--- config.mk ---
export PLATFORM = sky130hd
export DESIGN_NAME = ldst_align_unit
export DESIGN_NICKNAME = d
export VERILOG_FILES = /design/src/rtl/lsa_pkg.sv /design/src/rtl/lsa_reset_sync.sv /design/src/rtl/lsa_endian_latch.sv /design/src/rtl/lsa_align_check.sv /design/src/rtl/lsa_store_steer.sv /design/src/rtl/lsa_load_extract.sv /design/src/rtl/ldst_align_unit.sv
export SDC_FILE = /design/constraint.sdc
export NUM_CORES = 1
export LEC_CHECK = 0
export BUFFER_PORTS_ARGS = -buffer_cell sky130_fd_sc_hd__clkbuf_2
export CAP_MARGIN = 20
export CORE_ASPECT_RATIO = 1.25
export CORE_UTILIZATION = 35
export DETAILED_ROUTE_END_ITERATION = 8
export MAX_ROUTING_LAYER = met4
export PLACE_DENSITY = 0.71
export SYNTH_ARGS = -nofsm -noshare
export SYNTH_HDL_FRONTEND = slang
export SYNTH_SLANG_ARGS = --single-unit
--- constraint.sdc ---
create_clock -name clk -period 2.3 [get_ports clk]
set_input_delay 0.115 -clock clk [delete_from_list [all_inputs] [get_ports clk]]
set_output_delay 0.115 -clock clk [all_outputs]
set_load 0.005 [all_outputs]
--- src/rtl/lsa_pkg.sv ---
package lsa_pkg;
  localparam int DW    = 32;
  localparam int LW    = 8;
  localparam int LANES = DW / LW;
  localparam int OFFW  = $clog2(LANES);

  typedef enum logic [1:0] {
    SZ_BYTE = 2'b00,
    SZ_HALF = 2'b01,
    SZ_FULL = 2'b10,
    SZ_RSVD = 2'b11
  } acc_size_e;

  typedef struct packed {
    acc_size_e       size;
    logic [OFFW-1:0] off;
  } ld_ctx_t;
endpackage

--- src/rtl/lsa_reset_sync.sv ---
module lsa_reset_sync #(
  parameter int STAGES = 2
) (
  input  logic clk,
  input  logic arst_n,
  output logic srst_n
);
  logic [STAGES-1:0] sh_q;
  logic [STAGES-1:0] sh_d;

  always_comb begin
    sh_d = {sh_q[STAGES-2:0], 1'b1};
  end

  always_ff @(posedge clk or negedge arst_n) begin
    if (!arst_n) sh_q <= '0;
    else         sh_q <= sh_d;
  end

  assign srst_n = sh_q[STAGES-1];
endmodule

--- src/rtl/lsa_endian_latch.sv ---
module lsa_endian_latch (
  input  logic clk,
  input  logic srst_n,
  input  logic mode_pin,
  output logic little
);
  logic little_q;
  logic cap_en;

  // Capture only while reset holds; frozen afterwards.
  assign cap_en = ~srst_n;

  always_ff @(posedge clk) begin
    if (cap_en) little_q <= mode_pin;
  end

  assign little = little_q;
endmodule

--- src/rtl/lsa_align_check.sv ---
module lsa_align_check
  import lsa_pkg::*;
(
  input  acc_size_e       size,
  input  logic [OFFW-1:0] off,
  output logic            misalign
);
  always_comb begin
    unique case (size)
      SZ_BYTE: misalign = 1'b0;
      SZ_HALF: misalign = off[0];
      SZ_FULL: misalign = |off;
      default: misalign = 1'b1;
    endcase
  end
endmodule

--- src/rtl/lsa_store_steer.sv ---
module lsa_store_steer
  import lsa_pkg::*;
(
  input  acc_size_e       size,
  input  logic [OFFW-1:0] off,
  input  logic            little,
  input  logic [DW-1:0]   src,
  output logic [LANES-1:0] be,
  output logic [DW-1:0]   wdata
);
  logic [OFFW-1:0] byte_lane;
  logic            half_idx;

  assign byte_lane = little ? off : ~off;
  assign half_idx  = little ? off[OFFW-1] : ~off[OFFW-1];

  for (genvar k = 0; k < LANES; k++) begin : g_lane
    localparam logic [OFFW-1:0] KIDX = OFFW'(k);
    always_comb begin
      unique case (size)
        SZ_BYTE: begin
          be[k]            = (byte_lane == KIDX);
          wdata[k*LW +: LW] = src[LW-1:0];
        end
        SZ_HALF: begin
          be[k]            = (KIDX[OFFW-1] == half_idx);
          wdata[k*LW +: LW] = src[(k % 2)*LW +: LW];
        end
        SZ_FULL: begin
          be[k]            = 1'b1;
          wdata[k*LW +: LW] = src[k*LW +: LW];
        end
        default: begin
          be[k]            = 1'b0;
          wdata[k*LW +: LW] = src[k*LW +: LW];
        end
      endcase
    end
  end
endmodule

--- src/rtl/lsa_load_extract.sv ---
module lsa_load_extract
  import lsa_pkg::*;
(
  input  acc_size_e       size,
  input  logic [OFFW-1:0] off,
  input  logic            little,
  input  logic [DW-1:0]   rdata,
  output logic [DW-1:0]   result
);
  logic [OFFW-1:0] byte_lane;
  logic            half_idx;
  logic [LW-1:0]   byte_v;
  logic [2*LW-1:0] half_v;

  assign byte_lane = little ? off : ~off;
  assign half_idx  = little ? off[OFFW-1] : ~off[OFFW-1];
  assign byte_v    = rdata[{byte_lane, 3'b000} +: LW];
  assign half_v    = rdata[{half_idx, 4'b0000} +: 2*LW];

  always_comb begin
    unique case (size)
      SZ_BYTE: result = {{(DW-LW){byte_v[LW-1]}}, byte_v};
      SZ_HALF: result = {{(DW-2*LW){half_v[2*LW-1]}}, half_v};
      default: result = rdata;
    endcase
  end
endmodule

--- src/rtl/ldst_align_unit.sv ---
module ldst_align_unit
  import lsa_pkg::*;
#(
  parameter int AW         = 32,
  parameter int SYNC_DEPTH = 2
) (
  input  logic          clk,
  input  logic          rst_n,
  input  logic          endian_pin,
  input  logic          req_valid,
  input  logic          req_write,
  input  logic [1:0]    req_size,
  input  logic [AW-1:0] req_addr,
  input  logic [31:0]   req_wdata,
  output logic [AW-1:0] mem_addr,
  output logic          mem_re,
  output logic          mem_we,
  output logic [3:0]    mem_be,
  output logic [31:0]   mem_wdata,
  input  logic          mem_rvalid,
  input  logic [31:0]   mem_rdata,
  output logic          addr_err,
  output logic          ld_valid,
  output logic          ld_err,
  output logic [31:0]   ld_data
);
  logic            srst_n;
  logic            little;
  logic            misalign;
  acc_size_e       size_in;
  logic [OFFW-1:0] off_in;
  logic [LANES-1:0] be_raw;
  logic [DW-1:0]   wd_raw;
  logic [DW-1:0]   ld_ext;
  logic            accept;
  logic            fault_ld;
  logic            take;

  logic            pend_q,  pend_d;
  ld_ctx_t         ctx_q,   ctx_d;
  logic            ctx_en;
  logic            lv_q,    lv_d;
  logic            le_q,    le_d;
  logic [DW-1:0]   ldd_q,   ldd_d;
  logic            ldd_en;

  assign size_in = acc_size_e'(req_size);
  assign off_in  = req_addr[OFFW-1:0];

  lsa_reset_sync #(.STAGES(SYNC_DEPTH)) u_rsync (
    .clk    (clk),
    .arst_n (rst_n),
    .srst_n (srst_n)
  );

  lsa_endian_latch u_endian (
    .clk      (clk),
    .srst_n   (srst_n),
    .mode_pin (endian_pin),
    .little   (little)
  );

  lsa_align_check u_align (
    .size     (size_in),
    .off      (off_in),
    .misalign (misalign)
  );

  lsa_store_steer u_steer (
    .size   (size_in),
    .off    (off_in),
    .little (little),
    .src    (req_wdata),
    .be     (be_raw),
    .wdata  (wd_raw)
  );

  lsa_load_extract u_extract (
    .size   (ctx_q.size),
    .off    (ctx_q.off),
    .little (little),
    .rdata  (mem_rdata),
    .result (ld_ext)
  );

  // Request side
  assign accept    = req_valid & ~misalign;
  assign addr_err  = req_valid & misalign;
  assign mem_addr  = {req_addr[AW-1:OFFW], {OFFW{1'b0}}};
  assign mem_we    = accept & req_write;
  assign mem_re    = accept & ~req_write;
  assign mem_be    = accept ? be_raw : '0;
  assign mem_wdata = wd_raw;

  assign fault_ld  = req_valid & ~req_write & misalign;
  assign take      = pend_q & mem_rvalid;

  // Pending-load context: next state
  always_comb begin
    pend_d = pend_q;
    ctx_en = 1'b0;
    ctx_d  = ctx_q;
    if (mem_re) begin
      pend_d = 1'b1;
      ctx_en = 1'b1;
      ctx_d  = '{size: size_in, off: off_in};
    end else if (take) begin
      pend_d = 1'b0;
    end
  end

  // Completion: next state
  always_comb begin
    lv_d   = 1'b0;
    le_d   = 1'b0;
    ldd_en = 1'b0;
    ldd_d  = ldd_q;
    if (take) begin
      lv_d   = 1'b1;
      ldd_en = 1'b1;
      ldd_d  = ld_ext;
    end else if (fault_ld) begin
      lv_d   = 1'b1;
      le_d   = 1'b1;
      ldd_en = 1'b1;
      ldd_d  = '0;
    end
  end

  always_ff @(posedge clk or negedge srst_n) begin
    if (!srst_n) begin
      pend_q <= 1'b0;
      lv_q   <= 1'b0;
      le_q   <= 1'b0;
    end else begin
      pend_q <= pend_d;
      lv_q   <= lv_d;
      le_q   <= le_d;
    end
  end

  always_ff @(posedge clk) begin
    if (ctx_en) ctx_q <= ctx_d;
    if (ldd_en) ldd_q <= ldd_d;
  end

  assign ld_valid = lv_q;
  assign ld_err   = le_q;
  assign ld_data  = ldd_q;
endmodule

# Word level (Yosys, flattened, before mapping)
# Index checks and enable logic that the tools add are counted.
# classes
eq_ne,6
shifts,2
muxes,22
bitwise,14
n_reduce_logical,9
# ops
cell,count
32-bit two-way mux,2
32-bit one-hot mux with 2 select lines,1
32-bit by 6-bit indexed part select with 16-bit output,1
32-bit by 6-bit indexed part select with 8-bit output,1
8-bit two-way mux,2
8-bit one-hot mux with 2 select lines,1
1-bit one-hot mux with 3 select lines,5
1-bit two-way mux,8
1-bit bitwise AND,7
"2-bit by 1-bit equality test with 1-bit output, second input constant",3
"2-bit equality test, second input constant",3
2-bit zero test,3
1-bit inverter,5
2-bit two-way mux,2
4-bit two-way mux,1
2-bit inverter,2
2-bit AND reduction,2
2-bit nonzero test,2
2-bit OR reduction,2
# word_totals
ff_bits,42
out_inout_bits,105
elab_cells,61

# Depth between registers and ports, before layout
# Gate-level depths: netlist of run 1.
# logic_depth
ltp_word,7
depth_mapped,6
mapped_depth_nobuf,4

# Modules after synthesis
# Synthesis of run 1 repeated with hierarchy kept, for this count alone.
# hier_totals
cells_unflattened,278
hier_area_um2,3000.4
# modules_own_cells
mod,n_inst,cells_per_inst,area_each_um2
ldst_align_unit,1,125,1717.9
lsa_load_extract,1,82,658.1
lsa_store_steer,1,63,523.0
lsa_reset_sync,1,3,53.8
lsa_endian_latch,1,2,33.8
lsa_align_check,1,3,13.8

# Least setup slack after synthesis of run 1
# No wires, ideal clock.
# synth_timing
path_kind,input -> register
startpoint,input req_addr[1]
endpoint,register ldd_q[0] (netlist: ld_data[0]) (enable)
setup_ns,0.468
arrival_ns,3.106
required_time_ns,1.832
path_slack_ns,-1.274
stages,4
path_cell_list,clkbuf_1 > nor3_1 > or2_2 > o21ai_0
# synth_via
elab_chain_len,6
word_cells_on_any_way,7
cone_classes,mux (3); bitwise (1); reduce/logical (3)
# synth_rtl
item,line_no,text
from (decl),ldst_align_unit.sv:13,"input logic [AW-1:0] req_addr,"
2-bit OR reduction,lsa_align_check.sv:12,SZ_FULL: misalign = |off;
1-bit one-hot mux with 3 select lines,lsa_align_check.sv:9,unique case (size)
1-bit bitwise AND,ldst_align_unit.sv:95,assign fault_ld = req_valid & ~req_write & misalign;
1-bit two-way mux,ldst_align_unit.sv:122,end else if (fault_ld) begin
1-bit two-way mux,ldst_align_unit.sv:118,if (take) begin
net ldd_en,ldst_align_unit.sv:45,logic ldd_en;
2-bit AND reduction (no line),--,
to (signal assigned),ldst_align_unit.sv:144,if (ldd_en) ldd_q <= ldd_d;
to (decl),ldst_align_unit.sv:44,"logic [DW-1:0] ldd_q, ldd_d;"
# The timed path passes the listed nets, and every way through them passes these cells.
# A chain may end at the register's enable or synchronous reset.

# Worst setup path after layout of run 1
# layout_timing
startpoint,register u_endian.little_q (netlist: u_endian.little)
endpoint,"register ldd_q[13] (netlist: ld_data[13]), data pin"
# layout_via
elab_chain_len,4
word_cells_on_any_way,6
cone_classes,shift (2); mux (4)
# layout_rtl
item,line_no,text
from (decl),lsa_endian_latch.sv:7,logic little_q;
from (signal assigned),lsa_endian_latch.sv:14,if (cap_en) little_q <= mode_pin;
1-bit two-way mux / 2-bit two-way mux (equally long branches),"lsa_load_extract.sv:16, lsa_load_extract.sv:15",
32-bit by 6-bit indexed part select with 16-bit output / 32-bit by 6-bit indexed part select with 8-bit output (equally long branches),"lsa_load_extract.sv:18, lsa_load_extract.sv:17",
32-bit one-hot mux with 2 select lines (*),lsa_load_extract.sv:21,unique case (size)
32-bit two-way mux (*),ldst_align_unit.sv:118,
# Mark *: on every way between the ends. The rest lies on a longest branch, timed or not.

==> impl_metrics.py, run 1 <==
metrics = {
    "floorplanning": {
        "die_h_um": 102,
        "rows": 36,
        "dieArea_um2": 8330,
        "pin_count": 209,
        "core_um2": 7750,
        "initial_core_util": 0.360,
        "die_w_um": 81.8,
    },
    "flow_run": {
        "max_cap_violations": 0,
    },
    "timing": {
        "fin_crit_ns": 2.01,
        "skew_ns": 0.00715,
        "slew_violations": 0,
        "fin_tns_setup_ns": 0,
        "slew_headroom": 0.592,
        "fmax_mhz": 499,
        "hold_slack_ns": 0.0390,
        "hold_viol": 0,
        "rsz0062_at_grt": "no",
        "final.period_utilization": 0.872,
        "tightest_slew_ns": 0.610,
        "layout_setup_ws_ns": 0.294,
        "setup_viol_count_final": 0,
    },
    "cells_and_area": {
        "mostFrequentLayoutCells": "146 x clkbuf_2, 37 x nand2_1, 37 x edfxtp_1",
        "drive_gt1_frac": 0.508,
        "layout_commonest_cell": "clkbuf_2",
        "area_delta_synth_final_pct": 23.6,
        "n_fill_cell": 780,
        "finalInstanceArea_um2": 3450,
        "fin_cells": 476,
        "utilization": 0.445,
        "num-nets-final": 483,
    },
    "synthesis": {
        "yosys_warnings": 0,
        "synth_seq_cells": 42,
        "netlist_area_um2": 2790,
        "ys_types": 37,
        "ys_seq_area_frac": 0.443,
        "syn_inst": 270,
        "postSynthAreaPerCell_um2": 10.3,
    },
    "placed_design": {
        "io_buffers": 146,
        "hpwl_um": 7240,
        "placedInstanceArea_um2": 3350,
        "place_inst": 466,
        "place_congestion": 0.894,
        "pre_cts_slack_ns": 0.285,
    },
    "setup_path": {
        "worstPathMaxFanout": 9,
        "reg2reg_to": "ld_data[13]",
        "crit_required_ns": 2.35,
        "path_cells": "xnor2_4 -> mux2i_1 -> o22ai_2 -> a221o_1",
        "r2r_slack_ns": 0.29,
        "end_kind": "register",
        "criticalPathCategory": "reg2reg",
        "slowest_delay_ns": 0.59,
        "critPathArrivalTime_ns": 2.05,
        "r2r-start": "u_endian.little",
        "cp_slowest_cell": "edfxtp_1",
        "start_kind": "register",
        "r2r_cells": 4,
    },
    "global_routing": {
        "grt_first_pass_wirelength_um": 12500,
        "grt_overflow": 0,
        "grt_usage": 0.214,
        "antenna_found_initial": 1,
        "grt_pass1_vias": 2326,
        "grt_max_degree": 34,
    },
    "detailed_routing": {
        "avgViaCountPerCell": 5.13,
        "drcViolationCount": 0,
        "vias": 2443,
        "wl_um": 8750,
        "dr.pass1.iters": 4,
        "ant_nets": 0,
        "wl_per_cell_um": 18.4,
        "dr.first_iter.drc_count": 179,
    },
    "worst_hold_path": {
        "hold_path_depth": 1,
        "whs_endpoint": "u_endian.little",
        "hp-class": "in2reg",
        "hp-start": "endian_pin",
    },
    "power": {
        "leakage_nw": 1.56,
        "finalPower_mw": 1.80,
        "peakVddDrop_mv": 0.257,
        "power_density_nw_per_um2": 521,
    },
    "clock_tree": {
        "clk_pin_slew_ns": 0.08,
        "insertion_delay_ns": 0.29,
        "htreeDepth": 2,
        "clock_sinks": 42,
        "post_cts_resized": 0,
        "cts_tree": "yes",
        "cts-root-buf": "clkbuf_8",
        "cts_inserted_buffers": 5,
        "clk_path_buf_depth": 2,
    },
    "run_status": {
        "status": "completed",
    },
}
==> Yosys cell counts <==
library cell,number,area share
xor2_2,1,0.0058
buf_4,41,0.11
o21a_1,4,0.011
o22ai_2,1,0.0045
o21ai_0,18,0.032
nor2_2,1,0.0022
buf_2,2,0.0036
o22ai_1,1,0.0022
nor3_1,2,0.0036
conb_1,2,0.0027
and2_1,5,0.011
or3_1,3,0.0067
o21ai_2,10,0.031
buf_1,1,0.0013
nand2_1,37,0.050
nand3_1,1,0.0018
a211oi_1,6,0.016
xnor2_4,1,0.0099
xor2_1,2,0.0063
or2_2,1,0.0022
mux2_4,1,0.0054
buf_6,1,0.0040
nor2_1,12,0.016
nand3b_1,3,0.0081
a21oi_1,10,0.018
xnor2_1,1,0.0031
mux2i_1,13,0.047
nor3b_1,2,0.0054
and3_1,1,0.0022
a221o_1,12,0.043
dfrtp_1,5,0.045
nand2b_1,2,0.0045
inv_1,4,0.0054
clkbuf_1,8,0.011
edfxtp_1,37,0.40
a31oi_1,2,0.0045
mux2_2,16,0.065
==> worst max path at each step <==
stage / start / end / slack (ns)
floorplan: req_addr[1] / ld_data[0] / 0.22
global placement: u_endian.little / ld_data[2] / 0.34
detailed placement: u_endian.little / ld_data[3] / 0.29
CTS: u_endian.little / ld_data[3] / 0.28
global route: u_endian.little / ld_data[30] / 0.18
finish: u_endian.little / ld_data[13] / 0.29
==> layer usage <==
layer	part of all wire	global-route usage	up-vias
li1	-	-	1146
met1	0.36	0.236	1112
met2	0.50	0.367	157
met3	0.12	0.0532	28
met4	0.026	0.0756	0
met5	0	-	-
==> what timing repair did <==
action,in CTS,in global routing
endpoints found under the hold margin,2,0
hold buffers,1,0
setup buffers,0,0
==> critical path: cells and delay by family, from the launching register on <==
| kind | cells | cell delay (ns) |
|---|---|---|
| AOI/OAI and AO/OA | 2 | 0.50 |
| DFF | 1 | 0.59 |
| muxes | 1 | 0.31 |
| xor gates and xnor gates | 1 | 0.36 |
==> cells by family (layout without fill, tap and decap cells) <==
| group | after synthesis | count (layout) | share of synthesized area |
|---|---|---|---|
| AND/OR/NAND/NOR | 70 | 70 | 0.114 |
| other | 2 | 4 | 0.00269 |
| flip-flops | 42 | 42 | 0.443 |
| multiplexers | 30 | 30 | 0.117 |
| XOR/XNOR | 5 | 5 | 0.0251 |
| buffers and inverters | 57 | 166 | 0.135 |
| AO/OA/AOI/OAI | 64 | 64 | 0.163 |
==> report_power, final <==
part / switching, mW / internal, mW / total, mW
combinational: 0.224 / 0.196 / 0.420
sequential: 0.0239 / 0.888 / 0.912
clock: 0.256 / 0.208 / 0.464
==> state kept, by name, indices dropped and copies added, names as in the netlist <==
name,cells
u_rsync.sh_q,2
ctx_q,4
pend_q,1
ld_err,1
ld_data,32
u_endian.little,1
ld_valid,1
==> area by class of cell <==
class	count	area, µm²	share of cell area
antenna	1	2.50	0.000726
clock buffer	5	68.8	0.0200
clock inverter	3	16.3	0.00472
inverter	4	15.0	0.00436
multi-input combinational	172	1180	0.343
sequential	42	1240	0.359
tap	95	119	0.0345
timing repair buffer	154	806	0.234
Power figures use the tool's default switching activity.
==> run 2: changes to the inputs <==
--- a/config.mk
+++ b/config.mk
@@ -9,9 +9,10 @@
 export CAP_MARGIN = 20
 export CORE_ASPECT_RATIO = 1.25
 export CORE_UTILIZATION = 35
+export CTS_CLUSTER_DIAMETER = 60
 export DETAILED_ROUTE_END_ITERATION = 8
 export MAX_ROUTING_LAYER = met4
-export PLACE_DENSITY = 0.71
+export PLACE_DENSITY = 0.77
 export SYNTH_ARGS = -nofsm -noshare
 export SYNTH_HDL_FRONTEND = slang
 export SYNTH_SLANG_ARGS = --single-unit
==> run 2 against run 1 <==
Power rose by 6.1%. Sequential cell count unchanged. Register-to-register slack improved by 0.04 ns. Clock-buffer cell count rose by 2. First-iteration DRC count is 33% lower. Combinational power increased by 1%. Clock power rose by 23%. Cell count rose by 0.42%. Routed wire length increased by 2.6%. Non-clock buffer count is 1 higher. Global-route usage grew 0.43 points. Via count up 1.6%. Largest cell class unchanged.
==> impl_metrics.py, run 2 (synthesis results as in run 1) <==
metrics = {
    "placed_design": {
        "place_congestion": 0.928,
        "io_buffers": 146,
        "hpwl_um": 7520,
    },
    "timing": {
        "setup_viol_count_final": 0,
        "slew_violations": 0,
        "slew_headroom": 0.581,
        "fin_tns_setup_ns": 0,
        "fin_crit_ns": 1.96,
        "rsz0062_at_grt": "no",
        "hold_slack_ns": 0.0367,
        "tightest_slew_ns": 0.627,
        "fmax_mhz": 509,
        "final.period_utilization": 0.854,
        "hold_viol": 0,
        "skew_ns": 0.0116,
    },
    "setup_path": {
        "reg2reg_to": "ld_data[3]",
        "r2r_cells": 4,
        "cp_slowest_cell": "edfxtp_1",
        "startpoint": "u_endian.little",
        "criticalPathCategory": "reg2reg",
        "r2r_slack_ns": 0.34,
        "worstPathMaxFanout": 6,
        "slowest_delay_ns": 0.54,
        "path_cells": "xor2_1 -> or3_1 -> a211oi_1 -> a211oi_1",
        "crit_cells": 4,
        "critPathArrivalTime_ns": 2.00,
        "r2r-start": "u_endian.little",
        "start_kind": "register",
        "critPathMostFrequentCell": "a211oi_1",
        "crit_family": "flip-flops",
        "end_kind": "register",
        "crit_buf_inv": 0,
        "crit_required_ns": 2.33,
    },
    "cells_and_area": {
        "drive_gt1_frac": 0.507,
        "mostFrequentLayoutCells": "146 x clkbuf_2, 37 x nand2_1, 37 x edfxtp_1",
        "largest_register_ff_count": 32,
        "n_fill_cell": 787,
        "multi_input_area_um2": 1180,
        "num-nets-final": 484,
        "area_delta_synth_final_pct": 24.7,
        "layout_commonest_cell": "clkbuf_2",
        "regArea_um2": 1240,
    },
    "clock_tree": {
        "clk_path_buf_depth": 2,
        "htreeDepth": 2,
        "insertion_delay_ns": 0.29,
        "post_cts_buffers": 0,
        "clk_pin_slew_ns": 0.08,
        "cts-root-buf": "clkbuf_8",
        "cts_inserted_buffers": 5,
        "clock_sinks": 42,
        "cts_tree": "yes",
    },
    "detailed_routing": {
        "vias": 2481,
        "ant_nets": 0,
        "drcViolationCount": 0,
        "avgViaCountPerCell": 5.19,
        "dr.pass1.iters": 5,
        "wl_um": 8980,
        "dr.first_iter.drc_count": 120,
        "wl_per_cell_um": 18.8,
    },
    "floorplanning": {
        "rows": 36,
        "initial_core_util": 0.360,
        "die_w_um": 81.8,
        "die_h_um": 102,
        "core_um2": 7750,
        "pin_count": 209,
        "dieArea_um2": 8330,
    },
    "run_status": {
        "status": "completed",
    },
    "power": {
        "finalPower_mw": 1.91,
        "peakVddDrop_mv": 0.353,
        "power_density_nw_per_um2": 548,
        "leakage_nw": 1.57,
    },
    "global_routing": {
        "grt_max_degree": 34,
        "grt_first_pass_wirelength_um": 12600,
        "antenna_found_initial": 1,
        "grt_pass1_vias": 2313,
        "grt_overflow": 0,
        "grt_usage": 0.218,
    },
    "worst_hold_path": {
        "hp-start": "endian_pin",
        "hold_path_depth": 1,
        "hp-class": "in2reg",
        "whs_endpoint": "u_endian.little",
    },
    "flow_run": {
        "max_cap_violations": 0,
    },
}
==> run 2: changes by cell type in the layout (fill, tap and decap cells not counted) <==
cell,change
diode_2,+1
clkbuf_1,+2
clkinv_2,-1
clkinvlp_4,-1
clkinv_1,-1
buf_4,+1
bufinv_16,+1
==> run 2: worst max-delay path by stage <==
| stage | endpoint | slack, ns |
|---|---|---|
| floorplan | ld_data[0] | 0.22 |
| global placement | ld_data[2] | 0.40 |
| detailed placement | ld_data[5] | 0.36 |
| CTS | ld_data[5] | 0.36 |
| global route | ld_data[29] | 0.26 |
| finish | ld_data[3] | 0.34 |
==> run 2: layer usage <==
metal  track usage  wire length [µm]  vias up
li1              -                 -     1150
met1         0.231              3190     1129
met2         0.361              4320      167
met3        0.0775              1200       35
met4        0.0945               276        0
met5             -                 0        -
==> run 2: cell type report <==
type                            count  area share
Clock buffer                        7      0.0220
Clock inverter                      1     0.00864
Sequential cell                    42       0.356
Tap cell                           95      0.0342
Timing Repair Buffer              155       0.234
Inverter                            4     0.00432
Antenna cell                        2     0.00144
Multi-Input combinational cell    172       0.340
==> run 2: per-stage QoR <==
| step | util | instance area [µm²] | instances | setup slack (ns) |
|---|---|---|---|---|
| after global placement | 0.433 | 3360 | 467 | 0.400 |
| after CTS | 0.448 | 3470 | 476 | 0.360 |
| final | 0.449 | 3480 | 478 | 0.335 |
| after floorplan | - | 2800 | 271 | 0.216 |
| after detailed placement | 0.433 | 3360 | 467 | 0.363 |
| after global routing | 0.448 | 3470 | 477 | 0.261 |
==> run 2: where the power goes <==
group	leakage [nW]	internal (mW)	switching (mW)
combinational	1.11	0.198	0.228
sequential	0.414	0.888	0.0227
clock	0.0525	0.325	0.244
==> run 2: timing repair <==
| action | 4_1_cts | 5_1_grt |
|---|---|---|
| hold endpoints to repair | 2 | 0 |
| hold buffers | 1 | 0 |
| gates resized for setup | 0 | 0 |
==> run 3: changes to the inputs <==
--- a/config.mk
+++ b/config.mk
@@ -12,7 +12,7 @@
 export CTS_CLUSTER_DIAMETER = 60
 export DETAILED_ROUTE_END_ITERATION = 8
 export MAX_ROUTING_LAYER = met4
-export PLACE_DENSITY = 0.77
+export PLACE_DENSITY = 0.8
 export SYNTH_ARGS = -nofsm -noshare
 export SYNTH_HDL_FRONTEND = slang
 export SYNTH_SLANG_ARGS = --single-unit
==> constraint.sdc (replaced) <==
create_clock -name clk -period 1.6 [get_ports clk]
set_input_delay 0.08 -clock clk [delete_from_list [all_inputs] [get_ports clk]]
set_output_delay 0.08 -clock clk [all_outputs]
set_load 0.005 [all_outputs]
==> run 3 against run 2 <==
The run now ends with negative setup slack left. Design area increased by 11%. Via count increased by 4.1%. Cell count increased by 4.2%. Non-clock buffer count increased by 21. Register-to-register slack got worse by 0.57 ns. Clock power increased by 41%. Setup slack got worse by 0.57 ns. Fmax increased by 6.9%. Highest routed layer unchanged. Largest power group unchanged. Global-route usage increased by 1.6 points. Routed wire length increased by 7.3%.
==> impl_metrics.py, run 3 (synthesis results as in run 1) <==
metrics = {
    "run_status": {
        "status": "finished with violations",
        "violations": "negative setup slack",
    },
    "timing": {
        "rsz0062_at_grt": "yes",
        "fmax_mhz": 544,
        "hold_viol": 0,
        "fin_tns_setup_ns": -5.48,
        "slew_violations": 0,
        "hold_slack_ns": 0.00137,
        "final.period_utilization": 1.15,
        "tightest_slew_ns": 0.683,
        "setup_viol_count_final": 35,
        "slew_headroom": 0.544,
        "layout_setup_ws_ns": -0.237,
        "fin_crit_ns": 1.84,
        "skew_ns": 0.00629,
    },
    "setup_path": {
        "worstPathMaxFanout": 8,
        "critPathArrivalTime_ns": 1.88,
        "end_kind": "register",
        "criticalPathCategory": "reg2reg",
        "path_cells": "buf_6 -> xnor2_4 -> mux2i_2 -> buf_4 -> o22ai_4 -> a221o_1",
        "slowest_delay_ns": 0.45,
        "crit_required_ns": 1.65,
        "cp_slowest_cell": "edfxtp_1",
        "r2r_cells": 6,
        "start_kind": "register",
    },
    "detailed_routing": {
        "wl_per_cell_um": 19.4,
        "dr.first_iter.drc_count": 90,
        "dr.pass1.iters": 5,
        "vias": 2583,
        "wl_um": 9640,
        "avgViaCountPerCell": 5.19,
        "ant_nets": 0,
        "drcViolationCount": 0,
    },
    "floorplanning": {
        "pin_count": 209,
        "die_w_um": 81.8,
        "dieArea_um2": 8330,
        "core_um2": 7750,
        "rows": 36,
        "initial_core_util": 0.360,
        "die_h_um": 102,
    },
    "clock_tree": {
        "clk_pin_slew_ns": 0.08,
        "cts_inserted_buffers": 5,
        "htreeDepth": 2,
        "clk_path_buf_depth": 2,
        "insertion_delay_ns": 0.29,
        "cts-root-buf": "clkbuf_8",
        "clock_sinks": 42,
        "cts_tree": "yes",
    },
    "placed_design": {
        "placedInstanceArea_um2": 3470,
        "place_congestion": 0.899,
        "hpwl_um": 7940,
        "io_buffers": 146,
    },
    "power": {
        "power_density_nw_per_um2": 749,
        "leakage_nw": 1.72,
        "finalPower_mw": 2.89,
        "peakVddDrop_mv": 0.358,
    },
    "worst_hold_path": {
        "hold_path_depth": 1,
        "hp-class": "in2reg",
    },
    "cells_and_area": {
        "area_delta_synth_final_pct": 38.4,
        "largest_register_ff_count": 32,
        "layout_commonest_cell": "clkbuf_2",
        "finalInstanceArea_um2": 3860,
        "mostFrequentLayoutCells": "146 x clkbuf_2, 37 x nand2_1, 37 x edfxtp_1",
        "drive_gt1_frac": 0.611,
        "n_fill_cell": 733,
        "num-nets-final": 505,
    },
    "flow_run": {
        "max_cap_violations": 0,
    },
    "global_routing": {
        "grt_max_degree": 34,
        "grt_overflow": 0,
        "grt_pass1_vias": 2524,
        "grt_first_pass_wirelength_um": 13400,
        "grt_usage": 0.234,
        "antenna_found_initial": 2,
    },
}
## run 3: cell types whose count changed in the layout (fill, tap and decap cells not counted), sizes merged
| cell | before | now |
|---|---|---|
| buf | 8 | 29 |
| clkbuf | 153 | 151 |
| clkinv | 0 | 1 |
## run 3: layer usage
layer	track usage	share of wire	vias to the layer above
met5	-	0	-
met4	0.103	0.029	0
met3	0.0802	0.11	28
met2	0.407	0.50	170
met1	0.233	0.36	1188
li1	-	-	1197
## run 3: worst paths after layout
| kind | slack, ns | endpoint | from |
|---|---|---|---|
| min in group asynchronous | 0.07 | ld_err | u_rsync.sh_q[1] |
| worst min-delay path | 0.001 | u_endian.little | endian_pin |
| max in group asynchronous | 1.37 | ld_valid | u_rsync.sh_q[1] |
| worst max register to register | -0.24 | ld_data[9] | u_endian.little |
| worst max-delay path | -0.24 | ld_data[9] | u_endian.little |
| worst min register to register | 0.07 | ld_err | u_rsync.sh_q[1] |
## run 3: area by class of cell
| class | count | area, µm² | area share |
|---|---|---|---|
| multi-input cells | 172 | 1350 | 0.350 |
| clock buffers | 5 | 68.8 | 0.0178 |
| well taps | 95 | 119 | 0.0308 |
| diodes | 2 | 5.00 | 0.00130 |
| inverters | 4 | 15.0 | 0.00389 |
| clock inverters | 2 | 33.8 | 0.00875 |
| repair buffers | 176 | 1030 | 0.267 |
| flip-flops and latches | 42 | 1240 | 0.320 |
## run 3: power breakdown
group / total, mW / internal (mW) / switching [mW] / leakage, nW
Combinational: 0.783 / 0.384 / 0.399 / 1.25
Sequential: 1.30 / 1.28 / 0.0289 / 0.414
Clock: 0.804 / 0.451 / 0.352 / 0.0517
## run 3: metrics by stage
stage / setup WS (ns) / util / instances
finish: -0.237 / 0.498 / 498
global route: -0.327 / 0.498 / 498
CTS: -0.222 / 0.490 / 494
detailed placement: -0.275 / 0.448 / 479
global placement: -0.184 / 0.448 / 479
floorplan: -0.116 / - / 271
## run 3: what timing repair did
action | 4_1_cts | 5_1_grt
pin swaps | 14 | 5
resized for setup | 37 | 8
cloned | 1 | 0
endpoints found under the setup margin | 36 | 36
hold buffers | 1 | 0
setup buffers | 6 | 2
endpoints found under the hold margin | 2 | 0
## run 3: critical path, delay by kind of cell, from the launching register on
| family | cells | cell delay [ns] |
|---|---|---|
| DFF | 1 | 0.45 |
| xor gates and xnor gates | 1 | 0.18 |
| AOI/OAI and AO/OA | 2 | 0.38 |
| buffers and inverters | 2 | 0.33 |
| muxes | 1 | 0.26 |
